--- config.mk ---
export PLATFORM = sky130hd
export DESIGN_NAME = fifo_sample_streamer
export DESIGN_NICKNAME = d
export VERILOG_FILES = /design/src/rtl/fss_pkg.sv /design/src/rtl/fss_phase_ctrl.sv /design/src/rtl/fss_byte_mux.sv /design/src/rtl/fifo_sample_streamer.sv
export SDC_FILE = /design/constraint.sdc
export NUM_CORES = 1
export LEC_CHECK = 0
export BUFFER_PORTS_ARGS = -buffer_cell sky130_fd_sc_hd__buf_2
export CORE_UTILIZATION = 35
export DETAILED_ROUTE_END_ITERATION = 8
export GPL_TIMING_DRIVEN = 0
export PLACE_DENSITY = 0.73
export SLEW_MARGIN = 30
export SYNTH_ARGS = -nofsm -noshare
export SYNTH_HDL_FRONTEND = slang
export SYNTH_HIERARCHICAL = 1
export SYNTH_SLANG_ARGS = --single-unit
export TNS_END_PERCENT = 5
--- constraint.sdc ---
create_clock -name clk -period 1.8 [get_ports clk]
set_input_delay 0.27 -clock clk [delete_from_list [all_inputs] [get_ports clk]]
set_output_delay 0.27 -clock clk [all_outputs]
set_load 0.03 [all_outputs]
--- src/rtl/fss_pkg.sv ---
// Shared widths and the sample layout for the FIFO sample streamer.
// Assumes a sample splits into a whole number of bytes.
package fss_pkg;
    localparam int SAMPLE_W = 16;
    localparam int BYTE_W   = 8;
    localparam int TAG_W    = 2;
    localparam int VALUE_W  = SAMPLE_W - TAG_W;

    typedef struct packed {
        logic [TAG_W-1:0]   tag;
        logic [VALUE_W-1:0] value;
    } sample_t;
endpackage

--- src/rtl/fss_phase_ctrl.sv ---
// Byte-phase tracker: counts which byte of the head sample is next and
// decides when the head sample is popped. Assumes the FIFO is not empty
// while a sample is partly sent and that xfer_end is a one-cycle strobe.
module fss_phase_ctrl #(
    parameter int NBYTES = 2,
    localparam int PH_W  = (NBYTES > 1) ? $clog2(NBYTES) : 1
) (
    input  logic            clk,
    input  logic            rst_n,
    input  logic            byte_req,
    input  logic            xfer_end,
    input  logic            fifo_empty,
    output logic [PH_W-1:0] phase,
    output logic            take,
    output logic            pop
);
    localparam logic [PH_W-1:0] LAST = PH_W'(NBYTES - 1);

    logic last_byte;
    logic mid_sample;

    // Decode request acceptance and the pop condition.
    always_comb begin
        take       = byte_req && !xfer_end && !fifo_empty;
        last_byte  = (phase == LAST);
        mid_sample = (phase != '0);
        pop        = (take && last_byte) || (xfer_end && mid_sample);
    end

    // Advance the phase on each accepted byte, realign at transaction end.
    always_ff @(posedge clk) begin
        if (!rst_n) begin
            phase <= '0;
        end else if (xfer_end) begin
            phase <= '0;
        end else if (take) begin
            phase <= last_byte ? '0 : phase + 1'b1;
        end
    end

    // a transaction end always leaves the next read aligned.
    p_end_realign_r5: assert property (@(posedge clk) disable iff (!rst_n)
        xfer_end |=> (phase == '0));

    // ending on a sample boundary never pops.
    p_even_end_no_pop_r6: assert property (@(posedge clk) disable iff (!rst_n)
        (xfer_end && phase == '0) |-> !pop);

    // an empty FIFO is never popped.
    p_no_pop_empty_r7: assert property (@(posedge clk) disable iff (!rst_n)
        pop |-> !fifo_empty);

    // Input assumption: a half-sent sample stays in the FIFO.
    p_mid_sample_present: assert property (@(posedge clk) disable iff (!rst_n)
        (phase != '0) |-> !fifo_empty);

    // a request in the end cycle does not move the phase forward.
    p_req_at_end_ignored_r8: assert property (@(posedge clk) disable iff (!rst_n)
        (byte_req && xfer_end) |=> (phase == '0));
endmodule

--- src/rtl/fss_byte_mux.sv ---
// Byte selector and output register: slices the head sample into bytes,
// picks the one named by the phase and holds it until the next accepted
// request. An empty FIFO yields zero. Assumes phase < NBYTES.
module fss_byte_mux #(
    parameter int SAMPLE_W = 16,
    parameter int BYTE_W   = 8,
    localparam int NBYTES  = SAMPLE_W / BYTE_W,
    localparam int PH_W    = (NBYTES > 1) ? $clog2(NBYTES) : 1
) (
    input  logic                clk,
    input  logic                rst_n,
    input  logic [SAMPLE_W-1:0] head_word,
    input  logic [PH_W-1:0]     phase,
    input  logic                byte_req,
    input  logic                xfer_end,
    input  logic                fifo_empty,
    output logic [BYTE_W-1:0]   tx_byte
);
    logic [BYTE_W-1:0] lane [NBYTES];
    logic [BYTE_W-1:0] pick;
    logic              load;

    // One lane per byte of the sample, least significant lane first.
    for (genvar g = 0; g < NBYTES; g++) begin : g_lane
        assign lane[g] = head_word[g*BYTE_W +: BYTE_W];
    end

    // Select the byte for the current phase, zero when nothing is queued.
    always_comb begin
        load = byte_req && !xfer_end;
        pick = fifo_empty ? '0 : lane[phase];
    end

    // Register the outgoing byte on each request outside an end cycle.
    always_ff @(posedge clk) begin
        if (!rst_n) begin
            tx_byte <= '0;
        end else if (load) begin
            tx_byte <= pick;
        end
    end

    // a request on an empty FIFO returns zero.
    p_empty_gives_zero_r7: assert property (@(posedge clk) disable iff (!rst_n)
        (byte_req && !xfer_end && fifo_empty) |=> (tx_byte == '0));

    // the output holds without an accepted request.
    p_hold_idle_r9: assert property (@(posedge clk) disable iff (!rst_n)
        !(byte_req && !xfer_end) |=> $stable(tx_byte));
endmodule

--- src/rtl/fifo_sample_streamer.sv ---
// Top of the FIFO sample streamer. Turns 16-bit tagged samples into a
// low-then-high byte stream for a serial read path and keeps every
// transaction aligned to a sample boundary. Assumes the FIFO head only
// changes after fifo_pop and that strobes are one cycle wide.
module fifo_sample_streamer
    import fss_pkg::*;
#(
    parameter int SAMPLE_BITS = SAMPLE_W,
    parameter int BYTE_BITS   = BYTE_W,
    localparam int NBYTES     = SAMPLE_BITS / BYTE_BITS,
    localparam int PH_W       = (NBYTES > 1) ? $clog2(NBYTES) : 1
) (
    input  logic                   clk,
    input  logic                   rst_n,
    input  logic [SAMPLE_BITS-1:0] head_word,
    input  logic                   fifo_empty,
    input  logic                   byte_req,
    input  logic                   xfer_end,
    output logic [BYTE_BITS-1:0]   tx_byte,
    output logic                   fifo_pop
);
    logic [PH_W-1:0] phase;
    logic            take;

    fss_phase_ctrl #(
        .NBYTES (NBYTES)
    ) u_phase (
        .clk        (clk),
        .rst_n      (rst_n),
        .byte_req   (byte_req),
        .xfer_end   (xfer_end),
        .fifo_empty (fifo_empty),
        .phase      (phase),
        .take       (take),
        .pop        (fifo_pop)
    );

    fss_byte_mux #(
        .SAMPLE_W (SAMPLE_BITS),
        .BYTE_W   (BYTE_BITS)
    ) u_mux (
        .clk        (clk),
        .rst_n      (rst_n),
        .head_word  (head_word),
        .phase      (phase),
        .byte_req   (byte_req),
        .xfer_end   (xfer_end),
        .fifo_empty (fifo_empty),
        .tx_byte    (tx_byte)
    );

    // a pop caused by a request emits the top byte of that sample.
    p_pop_sends_high_r3: assert property (@(posedge clk) disable iff (!rst_n)
        (take && fifo_pop) |=> (tx_byte == $past(head_word[SAMPLE_BITS-1 -: BYTE_BITS])));

    // the first byte taken from a sample is its low byte.
    p_low_first_r2: assert property (@(posedge clk) disable iff (!rst_n)
        (take && !fifo_pop) |=> (tx_byte == $past(head_word[BYTE_BITS-1:0])));

    // reset leaves the output at zero.
    p_reset_zero_r1: assert property (@(posedge clk)
        !rst_n |=> (tx_byte == '0));
endmodule

; ---- Word level (Yosys, flattened, before mapping)
; Cells that the tools add are included.
[word_totals]
regBits = 9
output_inout_bits = 9
elab_cells = 19
[op_classes]
n_addsub = 1
n_lt_le_gt_ge = 1
mux = 5
bitwise_logic = 2
reduce_logical = 8
[ops]
columns = cell, n
row1 = $mux 8, 4
row2 = $logic_and 1x1->1, 4
row3 = $ge 2x2->1 const B, 1
row4 = $logic_not 1->1, 2
row5 = $not 1->2, 1
row6 = $reduce_or 2->1, 1
row7 = $add 1x1->1 const B, 1
row8 = $logic_or 1x1->1, 1
row9 = $mux 1, 1
row10 = $not 1->1, 1

; ---- Longest topological paths before layout
; Gate-level depths: netlist of the first run.
[logic_depth]
word_depth = 5
depth_mapped = 4

; ---- Hierarchy
; The synthesis of the first run kept the hierarchy.
[modules_own_cells]
columns = module, n_inst, cells_each, area_per_inst_um2
row1 = fss_byte_mux, 1, 30, 416.6
row2 = fss_phase_ctrl, 1, 6, 68.8

; ---- Worst setup path after synthesis of the first run
; Ideal clock, no wire load.
[synth_timing]
path_type = register -> register
start = register u_phase.phase
end = register u_mux.tx_byte[0]
setup_time_ns = 0.117
t_arrival_ns = 1.003
path_slack_ns = 0.679
stages_incl_launch_ff = 4
n_path_buf = 1
synth_period_minus_slack_ns = 1.121
path_cell_list = dfxtp_1 buf_6 mux2_4 a32o_1
[synth_via]
elab_chain_cells = 5
[synth_lines]
columns = item, line_no
row1 = start: declaration, fss_phase_ctrl.sv:13  ; output logic [PH_W-1:0] phase,
row2 = start signal: assignment, fss_phase_ctrl.sv:37  ; phase <= last_byte ? '0 : phase + 1'b1;
row3 = $not 1->2 (not written as such), fss_byte_mux.sv:31  ; pick = fifo_empty ? '0 : lane[phase];
row4 = $mux 8 (not written as such) (3 in a row), fss_byte_mux.sv:31
row5 = $mux 8, fss_byte_mux.sv:31
row6 = end signal: assignment, fss_byte_mux.sv:39  ; tx_byte <= pick;
row7 = end: declaration, fss_byte_mux.sv:17  ; output logic [BYTE_W-1:0] tx_byte
; No other way between the ends. The select of a mux whose other input is x is not followed.
; A chain may end at the register's enable or synchronous reset.

; ---- Final worst setup path of the first run
[layout_timing]
start = register u_phase.phase
end = output port fifo_pop
[layout_via]
elab_chain_cells = 2
elab_cells_between_ends = 3
cone_classes = reduce/logical (3)
[layout_lines]
columns = item, line_no
row1 = $logic_and 1x1->1, fss_phase_ctrl.sv:27  ; pop = (take && last_byte) || (xfer_end && mid_sample);
row2 = $logic_or 1x1->1 *, fss_phase_ctrl.sv:27
row3 = end: declaration, fifo_sample_streamer.sv:20  ; output logic fifo_pop
; Every way passes the cells marked *; elsewhere a longest branch is shown, timed or not.

==> results.txt, run 1 <==
For the pin with the worst max-slew slack, the measured transition is 0.353 ns. Final hold analysis gives a worst-case slack of 0.223 ns. The logs give 0.153 for the overall fraction of global-route tracks in use and 479 µm² for the post-synthesis instance area.

In this run the count of I/O pins placed on the die edge is 30. Setup repair after global routing left no endpoint under its margin. For the non-filler instance count after layout, the log shows 82.

The detailed-route DRC error count was 0. Master cell of the clock root buffer: sky130_fd_sc_hd__clkbuf_4. For the worst setup path, the data arrival time is 0.96 ns.

The horizontal die dimension was 39 µm; the setup TNS after final layout was 0 ns. At the end of routability-driven placement, the weighted congestion stood at 0.618. For the worst-skew pair, the clock arrives at the later sink with an insertion delay of 0.26 ns. Among all stages on the critical path, the largest delay is contributed by sky130_fd_sc_hd__dfxtp_1. The number of buffers on the longest clock path was 2.

The path class of the tightest hold or removal check is input pin to flop. For the headroom to the max-slew limit, the log shows 0.765. Top routing layer in use: met3. For this run the aggregate overflow at the end of global routing stands at 0. The count of H-tree levels built during CTS was 1; the detailed-routed wire length on met2 was 403 µm. The worst register-to-register path has a setup slack of 0.60 ns. Across all layers, the routed design uses 404 vias.

The die covers 0.00152 mm². The buffering stage count on the worst path with inverters included was 1; the number of design-rule violations left by the first detailed-router iteration was 2. The tools report the kind of end point of the critical path as an output pin. The count of buffers from port buffering came out at 29. After filler insertion, the fill cell instance count of the layout stands at 108. The number of setup buffers added after CTS is 0. Number of cells upsized or downsized after cts: 0. The logs give 361 for the number of global-route vias before repair and 0 for the number of pins with negative max-slew slack in the final report. The highest ir drop seen on vdd came out at 543 µV. The final net count was 90. Synthesis produced 35 cells. The run gives 0 as the antenna diode count. Clock tree synthesis found a total of 9 sinks. The number of cells on the critical path works out to 2. The run finished with clean final reports. For the initial standard-cell utilization of the core, the log shows 0.404. TritonCTS built the clock tree.

The number of clock buffers added by TritonCTS is 3. The highest net fanout along the worst path was 3. The detailed router put a total of 472 µm of wire on met1. The power density of the placed cells is 684 mW/mm², and the routed wire length is 982 µm. The final critical-path share of the clock period is 0.682.

The number of cells traversed by the worst hold path is 2. STA puts the critical path data required time at 1.53 ns. The share of layout cells above drive strength 1 was 0.662. Measured along the y axis, the die boundary spans 39 µm. The CTS clock-pin slew for the worst setup and hold paths was 0.06 ns; the largest net degree at the start of global routing was 10. The number of nets handed over by synthesis was 56. The floorplan step defined a core boundary enclosing 0.00119 mm². The first detailed-routing pass took 2 iterations. The routed design uses 105 µm of met3 wire.

Initial antenna violation count: 0. After detailed placement, the design holds a cell count of 78. The area growth from synthesis to layout is 39.4%. The critical path goes through o21a_1 > buf_2.

On the worst path, the slowest cell contributes a delay of 0.39 ns. The top achievable clock speed was 0.814 GHz. The post-cts hold buffer count was 0; the number of max-cap violations was 0. For the cell leakage power, the log shows 0.330 nW. The number of cell instances on the worst register-to-register path is 3, and the number of endpoints with negative hold slack in the final report is 0. After detailed routing, the number of vias per cell comes to 4.93. Setup violations remaining at the end of the flow were counted as 0.

The tools report the final antenna-violating net count as 0. The logs give 0.00470 ns for the maximum clock skew at final layout and 12 for the floorplan row count. The run gives 1.49 mm as the first-pass GRT wire length.

Mean area per synthesized cell: 13.7 µm². Yosys printed 6 warnings. STA classifies the critical path startpoint as a flop.

The critical path in this run is classified as flop to output pin. Among cell families on the critical path, the largest total delay comes from flip-flops. After detailed routing, the average wire length per cell comes to 12.0 µm.

The post-layout minimum cycle time came out at 1.23 ns.
cell usage in the layout (no fill, tap or decap):
master and n:
sky130_fd_sc_hd__buf_2 29, sky130_fd_sc_hd__clkbuf_1 1, sky130_fd_sc_hd__xnor2_1 1, sky130_fd_sc_hd__and4bb_1 1, sky130_fd_sc_hd__clkbuf_4 3, sky130_fd_sc_hd__o21a_1 1, sky130_fd_sc_hd__nor2b_4 1, sky130_fd_sc_hd__mux2_4 8
sky130_fd_sc_hd__nand2b_1 1, sky130_fd_sc_hd__dfxtp_1 9, sky130_fd_sc_hd__nor3b_2 1, sky130_fd_sc_hd__a32o_1 8, sky130_fd_sc_hd__buf_6 3, sky130_fd_sc_hd__buf_1 1
worst register-to-register path, delay by kind of cell (launching register included):
kind | cells | cell delay, ns
DFF | 1 | 0.39
muxes | 1 | 0.31
AOI/OAI and AO/OA | 1 | 0.21
buffers and inverters | 1 | 0.18
path summary, 6_finish.rpt:
check,from,end
hold / removal,xfer_end,u_phase/phase
hold reg to reg,u_mux/tx_byte[3],u_mux/tx_byte[3]
setup / recovery,u_phase/phase,fifo_pop
setup reg to reg,u_phase/phase,u_mux/tx_byte[0]
routing by layer:
layer	vias up	track usage
met4	0	0.0259
met3	0	0.104
li1	203	-
met1	177	0.194
met2	24	0.213
met5	-	0
area by class of cell:
| class | instances | area [µm²] | share of cell area |
|---|---|---|---|
| multi-input cells | 22 | 262 | 0.391 |
| flip-flops and latches | 9 | 180 | 0.270 |
| repair buffers | 29 | 145 | 0.217 |
| plain buffers | 4 | 37.5 | 0.0562 |
| clock buffers | 4 | 26.3 | 0.0393 |
| well taps | 14 | 17.5 | 0.0262 |
power by group:
| part | switching, mW | total (mW) | internal (mW) |
|---|---|---|---|
| Sequential | 0.00362 | 0.209 | 0.206 |
| Combinational | 0.0411 | 0.0935 | 0.0524 |
| Clock | 0.0686 | 0.154 | 0.0853 |
state kept, by name, summed over array words and instances, names as in the netlist:
| name | count |
|---|---|
| u_mux/tx_byte | 8 |
| u_phase/phase | 1 |
through the flow:
stage	cell area (µm²)	utilization	total power, mW	setup slack [ns]
floorplan	479	-	0.272	0.679
global placement	642	0.541	0.306	0.617
detailed placement	642	0.541	0.308	0.599
CTS	668	0.563	0.463	0.561
global route	668	0.563	0.481	0.532
finish	668	0.563	0.457	0.572
(Power assumes the default switching activity.)
==> run 2: changes to the inputs <==
clock period = 1.2 ns   (was 1.8 ns; I/O delays follow)
==> run 2 against run 1 <==
Effect of this change: non-clock buffer count unchanged; die area unchanged; first-iteration DRC count unchanged; count of clock-buffer cells in the layout unchanged; combinational power rose by 50%; flip-flop and latch count unchanged; sequential share of layout area is 0.14 points higher; setup slack worse by 0.52 ns.
==> results.txt, run 2 (synthesis results as in run 1) <==
The run finished with clean final reports. The most flop-heavy register is u_mux/tx_byte (unchanged). The detailed-route DRC error count came out at 0 (unchanged). Cells along the critical path: buf_6 > mux2_4 > a32o_1 (was o21a_1 > buf_2). The post-detailed-route wirelength per cell is 12.0 µm (unchanged). The tools report the placer congestion estimate as 0.618 (unchanged). For the finished layout, the period the worst path requires is 1.15 ns. The number of buffers on the longest clock path is 2 (unchanged), and the number of endpoints with negative hold slack in the final report is 0 (unchanged). Highest ir drop seen on vdd: 814 µV (was 543 µV). Setup repair after global routing left no endpoint under its margin. The share of layout cells above drive strength 1 was 0.676 (was 0.662). Kind of path behind the tightest hold check: input pin to flop (unchanged). The kind of end point of the critical path was a flop (was an output pin).

The vertical die dimension came out at 39 µm (unchanged). The number of pins with negative max-slew slack in the final report was 0 (unchanged). The critical path data required time was 1.35 ns (was 1.53 ns); the number of buffers created by CTS was 3 (unchanged). The power density of the placed cells is 1020 mW/mm² (was 684 mW/mm²), and the number of ports placed on the die boundary is 30 (unchanged). Initial antenna violation count: 0 (unchanged).

Cell family contributing the most delay on the critical path: flip-flops (unchanged). Leading registers by flop count: u_mux/tx_byte: 8 flops, u_phase/phase: 1 flops (unchanged). The floorplan row count was 12 (unchanged). The initial standard-cell utilization of the core came out at 0.404 (unchanged). The pin slew with the least headroom to its limit came out at 0.353 ns (unchanged). For the detailed-routing iteration count for the pre-antenna-repair pass, the log shows 2 (unchanged). The tools report the overall power as 0.686 mW (was 0.457 mW). The run gives 0.126 ns (was 0.223 ns) as the worst hold margin.

The master cell of the clock root buffer is sky130_fd_sc_hd__clkbuf_4 (unchanged). The cell leakage power was 0.331 nW (was 0.330 nW); the final antenna-violating net count was 0 (unchanged). The run gives 361 (unchanged) as the number of global-route vias before repair. The critical path launch point type is a flop (unchanged). The buffering stage count on the worst path with inverters included was 1 (unchanged). The number of max-cap violations was 0 (unchanged); the remaining global-route overflow was 0 (unchanged). Top library cells by usage in the layout, fill and taps aside: sky130_fd_sc_hd__buf_2 (29), sky130_fd_sc_hd__mux2_4 (8), sky130_fd_sc_hd__a32o_1 (8), sky130_fd_sc_hd__dfxtp_1 (8) (was sky130_fd_sc_hd__buf_2 (29), sky130_fd_sc_hd__dfxtp_1 (9), sky130_fd_sc_hd__mux2_4 (8), sky130_fd_sc_hd__a32o_1 (8)). The tools report the number of clock sinks seen by CTS as 9 (unchanged). The slowest cell on the critical path was sky130_fd_sc_hd__dfxtp_2 (was sky130_fd_sc_hd__dfxtp_1). The count of buffers from port buffering was 29 (unchanged). The run gives 982 µm (unchanged) as the routed wire length. The flip-flop count of the largest register, all copies and words added works out to 8 (unchanged). The number of buffers added for setup after CTS was 0 (unchanged); the setup slack of the most critical reg-to-reg path was 0.05 ns (was 0.60 ns). The tools report the antenna diode count as 0 (unchanged). The most frequent standard cell in the layout excluding fill and tap cells is sky130_fd_sc_hd__buf_2 (unchanged). The largest incremental delay on the critical path works out to 0.36 ns (was 0.39 ns). The run gives 0.872 GHz as the top achievable clock speed. The run gives 404 (unchanged) as the overall via count from detail_route. The logs give 0.26 ns (about the same) for the clock latency of the later-clocked register in the worst-skew pair and 10 (unchanged) for the largest net degree at the start of global routing. TritonCTS built the clock tree. The via-per-instance ratio came out at 4.93 (unchanged). The tools report the post-cts hold buffer count as 0 (unchanged). The final net count was 90 (unchanged); the data arrival at the endpoint of the critical path was 1.30 ns (was 0.96 ns). The horizontal die dimension works out to 39 µm (unchanged). The run gives 1.49 mm (unchanged) as the first-pass GRT wire length. The final critical-path share of the clock period works out to 0.956.

The count of H-tree levels built during CTS was 1 (unchanged); the area growth from synthesis to layout was 39.7% (was 39.4%). The tools report the maximum clock skew at final layout as 0.00470 ns (unchanged). The run gives 0.153 (unchanged) as the overall fraction of global-route tracks in use. The highest net fanout along the worst path was 8 (was 3); the die footprint was 0.00152 mm² (unchanged). Area of the core region: 0.00119 mm² (unchanged). The number of design-rule violations left by the first detailed-router iteration was 2 (unchanged); the headroom to the max-slew limit was 0.765 (unchanged).

The run gives 0 (unchanged) as the final setup violation count. The CTS clock-pin slew for the worst setup and hold paths was 0.06 ns (about the same). Type of the worst setup path: flop to flop (was flop to output pin).
## run 2: per-stage QoR
step                setup TNS, ns   util  worst slack (ns)  area, µm²  std cells
floorplan                       0      -            0.0794        479         35
global placement                0  0.541            0.0168        642         78
detailed placement      -0.000619  0.541         -0.000619        642         78
CTS                             0  0.564            0.0409        669         82
global route                    0  0.564            0.0198        669         82
finish                          0  0.564            0.0526        669         82
## run 2: area by class of cell
class | count | area, µm²
well taps | 14 | 17.5
repair buffers | 29 | 145
flip-flops and latches | 9 | 181
multi-input cells | 22 | 262
plain buffers | 4 | 37.5
clock buffers | 4 | 26.3
fillers | 109 | 517
## run 2: what timing repair did
item,in CTS,in global routing
endpoints found under the hold margin,0,0
resized for setup,1,0
endpoints found under the setup margin,2,0
## run 2: power breakdown
| group | internal, mW | leakage, nW | switching [mW] |
|---|---|---|---|
| combinational | 0.0786 | 0.242 | 0.0617 |
| clock | 0.128 | 0.0150 | 0.103 |
| sequential | 0.309 | 0.0736 | 0.00543 |
| total | 0.516 | 0.331 | 0.170 |
## run 2: worst paths after layout
path,startpoint,endpoint,cells past startpoint
worst max register to register,u_phase/phase,u_mux/tx_byte[0],3
worst min-delay path,xfer_end,u_phase/phase,2
worst max-delay path,u_phase/phase,u_mux/tx_byte[0],3
worst min register to register,u_mux/tx_byte[3],u_mux/tx_byte[3],1
## run 2: per-layer routing
layer  vias to the layer above  GRT usage  wire length (µm)
met4                         0     0.0259                 0
li1                        203          -                 -
met3                         0      0.104               105
met1                       177      0.194               472
met5                         -          0                 0
met2                        24      0.213               403
==> run 3: changes to the inputs <==
CORE_AREA = 2 2 39 41   (was unset)
CORE_UTILIZATION = unset   (was 35)
DIE_AREA = 0 0 41 43   (was unset)
PLACE_DENSITY = 0.69   (was 0.73)
SLEW_MARGIN = 10   (was 30)
SYNTH_HIERARCHICAL = unset   (was 1)
==> run 3 against run 2 <==
Effect of this change: final cell count grew 1.2%; design area down 9.7%; count of clock-buffer cells in the layout did not move; critical path type is now flop to output pin; largest cell class unchanged.
==> results.txt, run 3 <==
The flow ran to the end, and the final reports show no timing, DRC or antenna violations. The post-cts hold buffer count is 0 (unchanged), and the mean area per synthesized cell is 12.1 µm² (was 13.7 µm²). The number of pins with negative max-slew slack in the final report was 0 (unchanged); the number of design-rule violations left by the first detailed-router iteration was 5 (was 2).

The number of different library cells in the post-synthesis netlist is 11, and the number of ports placed on the die boundary is 30 (unchanged). The slowest cell on the critical path is sky130_fd_sc_hd__dfxtp_1 (was sky130_fd_sc_hd__dfxtp_2). The source of the worst register-to-register timing path is u_phase.phase (was u_phase/phase). The most frequently used flop master after synthesis is sky130_fd_sc_hd__dfxtp_1.

The top routing layer in use was met4 (was met3). The number of warnings printed during yosys synthesis was 0 (was 6); the initial standard-cell utilization of the core was 0.288 (was 0.404). Kind of end point of the critical path: an output pin (was a flop). The pin slew with the least headroom to its limit was 0.345 ns (was 0.353 ns); the power density of the placed cells was 1100 mW/mm² (was 1020 mW/mm²).

sky130_fd_sc_hd__dfxtp_1 is the most common cell in the netlist. The final antenna-violating net count is 0 (unchanged). Top library cells by usage in the layout, fill and taps aside: sky130_fd_sc_hd__buf_2 (28), sky130_fd_sc_hd__dfxtp_1 (9), sky130_fd_sc_hd__mux2i_1 (8), sky130_fd_sc_hd__o2bb2ai_1 (8), sky130_fd_sc_hd__clkbuf_4 (3) (was sky130_fd_sc_hd__buf_2 (29), sky130_fd_sc_hd__mux2_4 (8), sky130_fd_sc_hd__a32o_1 (8), sky130_fd_sc_hd__dfxtp_1 (8)). The net count after synthesis came out at 54 (was 56). The headroom to the max-slew limit was 0.769 (was 0.765). The final setup violation count was 0 (unchanged); the antenna diode count was 0 (unchanged). The tools report the sum of routed wire segments on met1 as 363 µm (was 472 µm). The fraction of synthesized cell area taken by the top area cell type came out at 0.451. The run gives 0 (unchanged) as the number of max-cap violations.

The tools report the routed wire length as 959 µm (was 982 µm). The tools report the sequential fraction of the synthesis area as 0.451. The type of the worst setup path was flop to output pin (was flop to flop).

The tools report the critical path data required time as 1.02 ns (was 1.35 ns). The via-per-instance ratio is 4.71 (was 4.93). The initial antenna violation count was 0 (unchanged). The remaining global-route overflow was 0 (unchanged). Leading registers by flop count: u_mux.tx_byte: 8 flops, u_phase.phase: 1 flops (was u_mux/tx_byte: 8 flops, u_phase/phase: 1 flops). The number of endpoints with negative hold slack in the final report came out at 0 (unchanged).

The data arrival at the endpoint of the critical path was 0.93 ns (was 1.30 ns); the number of buffers on the longest clock path was 2 (unchanged). The synthesized design spends more area on one cell type than any other, namely sky130_fd_sc_hd__dfxtp_1. Share of layout cells above drive strength 1: 0.552 (was 0.676). Sorting the synthesized cells by area gives the leading types as sky130_fd_sc_hd__dfxtp_1 (45%), sky130_fd_sc_hd__mux2i_1 (20%), sky130_fd_sc_hd__o2bb2ai_1 (18%).

The buffering stage count on the worst path with inverters included was 2 (was 1); the number of clock sinks seen by CTS was 9 (unchanged). Largest incremental delay on the critical path: 0.33 ns (was 0.36 ns). The final non-filler cell area is 604 µm² (was 669 µm²), and the count of H-tree levels built during CTS is 1 (unchanged). The tools report the number of fillers in the final layout as 137 (was 109).

The post-detailed-route wirelength per cell is 11.6 µm (was 12.0 µm), and the clock latency of the later-clocked register in the worst-skew pair is 0.26 ns (about the same). Number of cell instances on the worst register-to-register path: 4 (was 3). The post-layout minimum cycle time came out at 1.11 ns (was 1.15 ns). The number of cells traversed by the worst hold path came out at 3 (was 2).

The run gives 375 (was 361) as the number of global-route vias before repair. The highest ir drop seen on vdd came out at 425 µV (was 814 µV). The horizontal die dimension came out at 41 µm (was 39 µm). For the post-detailed-placement cell area, the log shows 564 µm² (was 642 µm²). The kind of path behind the tightest hold check was input pin to flop (unchanged).

The final critical-path share of the clock period was 0.925 (was 0.956). The tools report the placer congestion estimate as 0.520 (was 0.618). The run gives 0.290 nW (was 0.331 nW) as the cell leakage power.

Worst min-delay path startpoint: head_word[10] (was xfer_end). The tools report the top achievable clock speed as 0.901 GHz (was 0.872 GHz). Most frequent standard cell in the layout excluding fill and tap cells: sky130_fd_sc_hd__buf_2 (unchanged).

For the setup TNS after final layout, the log shows 0 ns (unchanged). The synthesized netlist cell count is 33 (was 35). The end point of the worst hold path is u_mux.tx_byte[2] (was u_phase/phase). The area of the core region was 0.00138 mm² (was 0.00119 mm²). Routed length on met3: 123 µm (was 105 µm). The endpoint of the worst register-to-register path is u_mux.tx_byte[5] (was u_mux/tx_byte[0]).

CTS clock-pin slew for the worst setup and hold paths: 0.06 ns (about the same). Setup repair after global routing left no endpoint under its margin. The fraction of synthesis flops using an asynchronous set or reset pin came out at 0. For the largest net degree at the start of global routing, the log shows 10 (unchanged). By count the netlist is led by sky130_fd_sc_hd__dfxtp_1 (9), sky130_fd_sc_hd__mux2i_1 (8), sky130_fd_sc_hd__o2bb2ai_1 (8). After synthesis the netlist holds a flip-flop and latch count of 9. The area growth from synthesis to layout was 51.4% (was 39.7%). Maximum clock skew at final layout: 0.00152 ns (was 0.00470 ns).

TritonCTS built the clock tree. The cell family contributing the most delay on the critical path was flip-flops (unchanged). The vertical die dimension is 43 µm (was 39 µm), and the overall fraction of global-route tracks in use is 0.126 (was 0.153). The run gives 0 (unchanged) as the detailed-route DRC error count. The run gives 443 µm (was 403 µm) as the detailed-routed wire length on met2. The run gives 399 µm² (was 479 µm²) as the post-synthesis instance area.

The logs give 14 (was 12) for the floorplan row count and 0.00176 mm² (was 0.00152 mm²) for the die footprint. The highest net fanout along the worst path was 2 (was 8); the overall power was 0.666 mW (was 0.686 mW). The detailed-routing iteration count for the pre-antenna-repair pass is 2 (unchanged). For the first-pass GRT wire length, the log shows 1.41 mm (was 1.49 mm).

Master cell of the clock root buffer: sky130_fd_sc_hd__clkbuf_4 (unchanged). Cells along the critical path: buf_6 > o21a_1 > buf_4 (was buf_6 > mux2_4 > a32o_1). For the final net count, the log shows 89 (was 90).

The run gives 3 (unchanged) as the number of buffers created by CTS. Most flop-heavy register: u_mux.tx_byte (was u_mux/tx_byte). In this run, synthesis inferred 0 flip-flops with an integrated enable.

The setup slack of the most critical reg-to-reg path is 0.11 ns (was 0.05 ns). The count of buffers from port buffering is 29 (unchanged), and the overall via count from detail_route is 391 (was 404). The tools report the critical path launch point type as a flop (unchanged). The flip-flop count of the largest register, all copies and words added works out to 8 (unchanged).
[run 3: cell types whose count changed in the layout (fill, tap and decap cells not counted), sizes merged, moves of 2 or more]
cell,previous run,this run
mux2,8,0
mux2i,0,8
o2bb2ai,0,8
a32o,8,0
buf,33,31
[run 3: cells by family (layout without fill, tap and decap cells)]
| family | Yosys count | in the layout | share of synthesized area |
|---|---|---|---|
| and+or+nand+nor | 3 | 3 | 0.0752 |
| xor gates and xnor gates | 1 | 1 | 0.0219 |
| buffers and inverters | 2 | 36 | 0.0282 |
| DFF | 9 | 9 | 0.451 |
| muxes | 8 | 8 | 0.201 |
| AOI/OAI and AO/OA | 10 | 10 | 0.223 |
[run 3: worst register-to-register path, delay by kind of cell (launching register included)]
kind	cells	cell delay, ns
multiplexers	1	0.26
buffers and inverters	2	0.27
flip-flops	1	0.33
AO/OA/AOI/OAI	1	0.11
[run 3: worst max-delay path by stage]
| stage | cells after the start | to | slack, ns | start |
|---|---|---|---|---|
| after floorplan | 2 | fifo_pop | 0.25 | u_phase.phase |
| after global placement | 3 | fifo_pop | 0.21 | u_phase.phase |
| after detailed placement | 3 | fifo_pop | 0.21 | u_phase.phase |
| after CTS | 3 | fifo_pop | 0.07 | u_phase.phase |
| after global routing | 3 | fifo_pop | 0.04 | u_phase.phase |
| final | 3 | fifo_pop | 0.09 | u_phase.phase |
[run 3: layout make-up]
cell class | instances | area (µm²) | share of cell area
plain buffers | 1 | 11.3 | 0.0186
clock buffers | 4 | 26.3 | 0.0435
inverters | 1 | 3.75 | 0.00621
multi-input cells | 22 | 208 | 0.344
flip-flops and latches | 9 | 180 | 0.298
well taps | 16 | 20.0 | 0.0331
repair buffers | 30 | 155 | 0.257
[run 3: repair_timing]
action                     4_1_cts  5_1_grt
setup endpoints to repair        1        0
setup buffers                    1        0
gates resized for setup          2        0
[run 3: report_power, final]
group          leakage (nW)  total, mW  switching [mW]  internal (mW)
clock network        0.0150      0.240           0.111          0.128
logic                 0.202      0.114          0.0580         0.0555
registers            0.0731      0.313         0.00461          0.309
[run 3: per-layer routing]
layer	GRT usage	up-vias
met4	0.100	0
met5	0	-
met3	0.0471	4
met1	0.113	174
li1	-	194
met2	0.206	19
[run 3: metrics by stage]
| step | setup WS, ns | util | cells | hold slack (ns) |
|---|---|---|---|---|
| after floorplan | 0.250 | - | 33 | 0.333 |
| after global placement | 0.214 | 0.408 | 78 | 0.442 |
| after detailed placement | 0.212 | 0.408 | 78 | 0.441 |
| after CTS | 0.0743 | 0.437 | 83 | 0.185 |
| after global routing | 0.0373 | 0.437 | 83 | 0.202 |
| final | 0.0905 | 0.437 | 83 | 0.188 |
